### config.mk
export PLATFORM = sky130hd
export DESIGN_NAME = esc_frame_tx
export DESIGN_NICKNAME = d
export VERILOG_FILES = /design/src/rtl/esc_frame_tx.sv
export SDC_FILE = /design/constraint.sdc
export NUM_CORES = 1
export LEC_CHECK = 0
export BUFFER_PORTS_ARGS = -buffer_cell sky130_fd_sc_hd__buf_2
export CORE_MARGIN = 3
export CORE_UTILIZATION = 40
export CTS_CLUSTER_SIZE = 40
export DETAILED_ROUTE_END_ITERATION = 6
export SLEW_MARGIN = 25
export SYNTH_ARGS = -nofsm -noshare
export SYNTH_HDL_FRONTEND = slang
export SYNTH_SLANG_ARGS = --single-unit
### constraint.sdc
create_clock -name clk -period 1.7 [get_ports clk]
set_input_delay 0.34 -clock clk [delete_from_list [all_inputs] [get_ports clk]]
set_output_delay 0.34 -clock clk [all_outputs]
set_load 0.005 [all_outputs]
### src/rtl/esc_frame_tx.sv
module esc_frame_tx #(
  parameter int W  = 8,
  parameter int LW = 8,
  parameter logic [W-1:0] SOF_WORD = 8'h7E,
  parameter logic [W-1:0] EOF_WORD = 8'h7F,
  parameter logic [W-1:0] ESC_WORD = 8'h7D,
  parameter logic [W-1:0] XOR_KEY  = 8'h20
) (
  input  logic          clk,
  input  logic          rst_n,
  input  logic          frame_req,
  input  logic [LW-1:0] msg_len,
  output logic [LW-1:0] rd_addr,
  input  logic [W-1:0]  rd_data,
  output logic [W-1:0]  word_out,
  output logic          word_pend,
  input  logic          word_take,
  output logic          frame_flag,
  output logic          busy
);

  typedef enum logic [2:0] {S_IDLE, S_FETCH, S_DATA, S_ENC, S_TAIL} st_t;

  st_t           st;
  logic [LW-1:0] len_q;
  logic [LW-1:0] idx;

  wire reserved = (rd_data == SOF_WORD) || (rd_data == EOF_WORD) ||
                  (rd_data == ESC_WORD) || (rd_data == XOR_KEY);
  wire last     = ({1'b0, idx} + 1'b1) == {1'b0, len_q};
  wire [LW-1:0] idx_nx = idx + 1'b1;

  assign rd_addr = idx;

  always_ff @(posedge clk) begin
    if (!rst_n) begin
      st         <= S_IDLE;
      len_q      <= '0;
      idx        <= '0;
      word_out   <= '0;
      word_pend  <= 1'b0;
      frame_flag <= 1'b0;
      busy       <= 1'b0;
    end else begin
      if (word_take) word_pend <= 1'b0;
      if (frame_req && !frame_flag) begin
        frame_flag <= 1'b1;
        len_q      <= msg_len;
      end
      case (st)
        S_IDLE: if (frame_flag && !word_pend) begin
          word_out  <= SOF_WORD;
          word_pend <= 1'b1;
          busy      <= 1'b1;
          idx       <= '0;
          st        <= (len_q == '0) ? S_TAIL : S_FETCH;
        end
        S_FETCH: st <= S_DATA;
        S_DATA: if (!word_pend) begin
          word_pend <= 1'b1;
          if (reserved) begin
            word_out <= ESC_WORD;
            st       <= S_ENC;
          end else begin
            word_out <= rd_data;
            idx      <= idx_nx;
            st       <= last ? S_TAIL : S_FETCH;
          end
        end
        S_ENC: if (!word_pend) begin
          word_out  <= rd_data ^ XOR_KEY;
          word_pend <= 1'b1;
          idx       <= idx_nx;
          st        <= last ? S_TAIL : S_FETCH;
        end
        S_TAIL: if (!word_pend) begin
          word_out   <= EOF_WORD;
          word_pend  <= 1'b1;
          busy       <= 1'b0;
          frame_flag <= 1'b0;
          st         <= S_IDLE;
        end
        default: st <= S_IDLE;
      endcase
    end
  end

endmodule

==> qor.csv <==
metric;value;unit
vias in the first global route;1588;
Cell variety after synth;50;
Area Overhead vs Synth;30.93;%
CP Launch Type;input port;
CTS H-Tree Depth;2;
Yosys top cell by area;dfxtp_1;
largest net degree at the start of global routing;17;
predominant post-synthesis flop cell;dfxtp_1;
asr flop ratio synth;0;%
Synth top area share;36.75;%
worst hold path type;input port to flip-flop;
synthesized area;0.001634;mm2
pwr/cell area;986.8;mW/mm2
synthesized-area fraction occupied by adder cells;0.7657;%
CTS root buffer;clkbuf_8;
sequential share of the synthesized area;36.75;%
xor/xnor share of the synthesized area;5.360;%
Finished Layout Cells;291;
average size of a mapped cell;8.600;um2
drt pass-1 iters;4;
first-pass GRT wire length;7.251;mm
Iter 0 DRT Violations;92;
half-perimeter wire length after placement;3.398;mm
YS warnings;0;
worst-skew pair later-pin latency;0.28;ns
cts hold-fix bufs;0;
worst-path fanout max;9;
Max-cap violations;0;
gr usage total;18.09;%
status;complete, no violations;
period utilization;95.29;%
total congestion overflow;0;
highest clock rate;0.6173;GHz
worst-margin pin slew;0.4598;ns
RR Startpoint;st[0];
post-synthesis compound-gate area fraction;21.75;%
Worst-path clk slew;0.06;ns
CTS Sinks;30;
height of the die;69.92;um
CTS tree;yes;
Ports;39;
DRC;0;
Detail Route Antenna Nets;0;
critical path class;input port to flip-flop;
EDFF count, synth;0;
Max Slew Vio Count;0;
P_leak;0.9208;nW
hold_sp;msg_len[0];
Placed Instances;283;
largest cells by area after synthesis;dfxtp_1 (37%), mux2i_1 (4.9%), o21ai_0 (4.9%), nor2b_1 (4.6%), o221a_2 (4.1%);
post-route core utilization;56.32;%
ANT cells;0;
Synth top cells by count;dfxtp_1 (30), o21ai_0 (16), nand2_1 (13), nor2_1 (13), nor2b_1 (12);
most frequent cell after synthesis;dfxtp_1;
Synth Register Bits;30;
Core ar.;0.003799;mm2
CP required;1.91;ns
crit path DAT;1.83;ns
Fill cells;357;
fin nets;263;
vias after detailed routing;1638;
drt wl/cell;15.24;um
WL final;4.434;mm
CP Capture Type;flip-flop;
fraction of layout cells with a size suffix above 1;35.39;%
Mapped Cells;190;
row count;22;
Simple-Gate Fraction of Synth Area;24.20;%
Port-buffer cells;38;
worst vdd ir;0.8480;mV
setup_tns;0;ns
Rel. slew slack;69.28;%
unrepaired setup endpoints after global routing;true;
Max clock buf depth;2;
Worst Setup SP;rd_data[2];
initial antenna violation count;0;
Clock Skew;0.003517;ns
Syn Nets;211;
chip width;69.92;um
Starting Density;43.02;%
mux cell area share after synthesis;6.432;%
largest family of logic cells by synthesized area;simple AND/OR/NAND/NOR gates;
die area;0.004888;mm2
final setup vio count;0;
Final Hold Vio Count;0;
Final min period;1.620;ns
number of vias per cell;5.629;
routability cong.;0.8896;
CTS Buf Count;5;
## report_power, final
| group | total [W] | switching (W) | leakage [nW] | internal [W] |
|---|---|---|---|---|
| Sequential | 0.000861 | 0.0000703 | 0.246 | 0.000790 |
| Clock | 0.000671 | 0.000263 | 0.0575 | 0.000408 |
| Combinational | 0.000579 | 0.000295 | 0.617 | 0.000285 |
## metrics by stage
stage	power, W	setup slack, ns	area, um2	hold WS [ns]
2_1_floorplan	0.001195	-0.02686	1647	0.4737
3_3_place_gp	0.001410	-0.1625	1988	0.4582
3_5_place_dp	0.001425	-0.2433	1988	0.4755
4_1_cts	0.002108	0.04522	2107	0.3185
5_1_grt	0.002223	-0.02120	2140	0.3472
6_report	0.002111	0.08008	2140	0.3218
## worst max-delay path, stage by stage
cell and delay (ns):
buf_2 0.11, or4_4 0.54, mux2i_4 0.19, buf_4 0.17, a31o_4 0.20, o21ai_0 0.11, a21boi_1 0.16
## final timing paths
| path | depth (start not counted) | slack [ns] | end |
|---|---|---|---|
| hold / removal | 3 | 0.32 | len_q[0] |
| hold reg to reg | 2 | 0.48 | busy |
| setup / recovery | 7 | 0.08 | rd_addr[4] |
| setup reg to reg | 4 | 0.09 | rd_addr[6] |
## cells in the final DEF (no fill, tap or decap), drive strengths merged, types with 2 or more instances in the layout
master	n
or4	2
dfxtp	30
a31oi	3
o21ai	16
o221a	6
o21a	2
nor2	14
a211o	2
a21boi	5
buf	58
clkbuf	8
nor4	2
a21oi	4
and2	4
mux2i	9
nor3b	3
nand2	13
nand4	3
nor2b	13
inv	5
xnor2	4
nand2b	2
or3	3
nor3	2
xor2	6
nand3	4
and3	3
## sequential cells by signal, summed over array words and instances, names as in the netlist
name        count
rd_addr         8
len_q           8
st              3
frame_flag      1
word_pend       1
busy            1
word_out        8
## cell type report
class | count | area [um2] | area share [%]
Tap cell | 48 | 60.06 | 2.807
Clock buffer | 8 | 110.1 | 5.146
Sequential cell | 30 | 601.8 | 28.13
Timing Repair Buffer | 58 | 340.3 | 15.91
Multi-Input combinational cell | 142 | 1008 | 47.13
Inverter | 5 | 18.77 | 0.8772
## metal layers
layer  global-route usage [%]  share of wire, %  wire [um]
met2                    28.23                44       1964
met1                    23.19                45       2002
met4                    8.298               2.7        118
met5                        0                 0          0
met3                    4.892               7.8        347
## what timing repair did
item                                    in CTS  in global routing
endpoints found under the setup margin       2                 10
setup buffers                                0                  0
gates resized for setup                      2                  7
pin swaps                                    0                  1
## logic make-up (layout without fill, tap and decap cells)
group	Yosys count	count (layout)
xor+xnor	10	10
buf+inv	18	71
flops	30	30
compound gates	50	50
fa+ha+maj	1	1
simple gates	71	71
mux	10	10
Power figures use the tool's default switching activity.
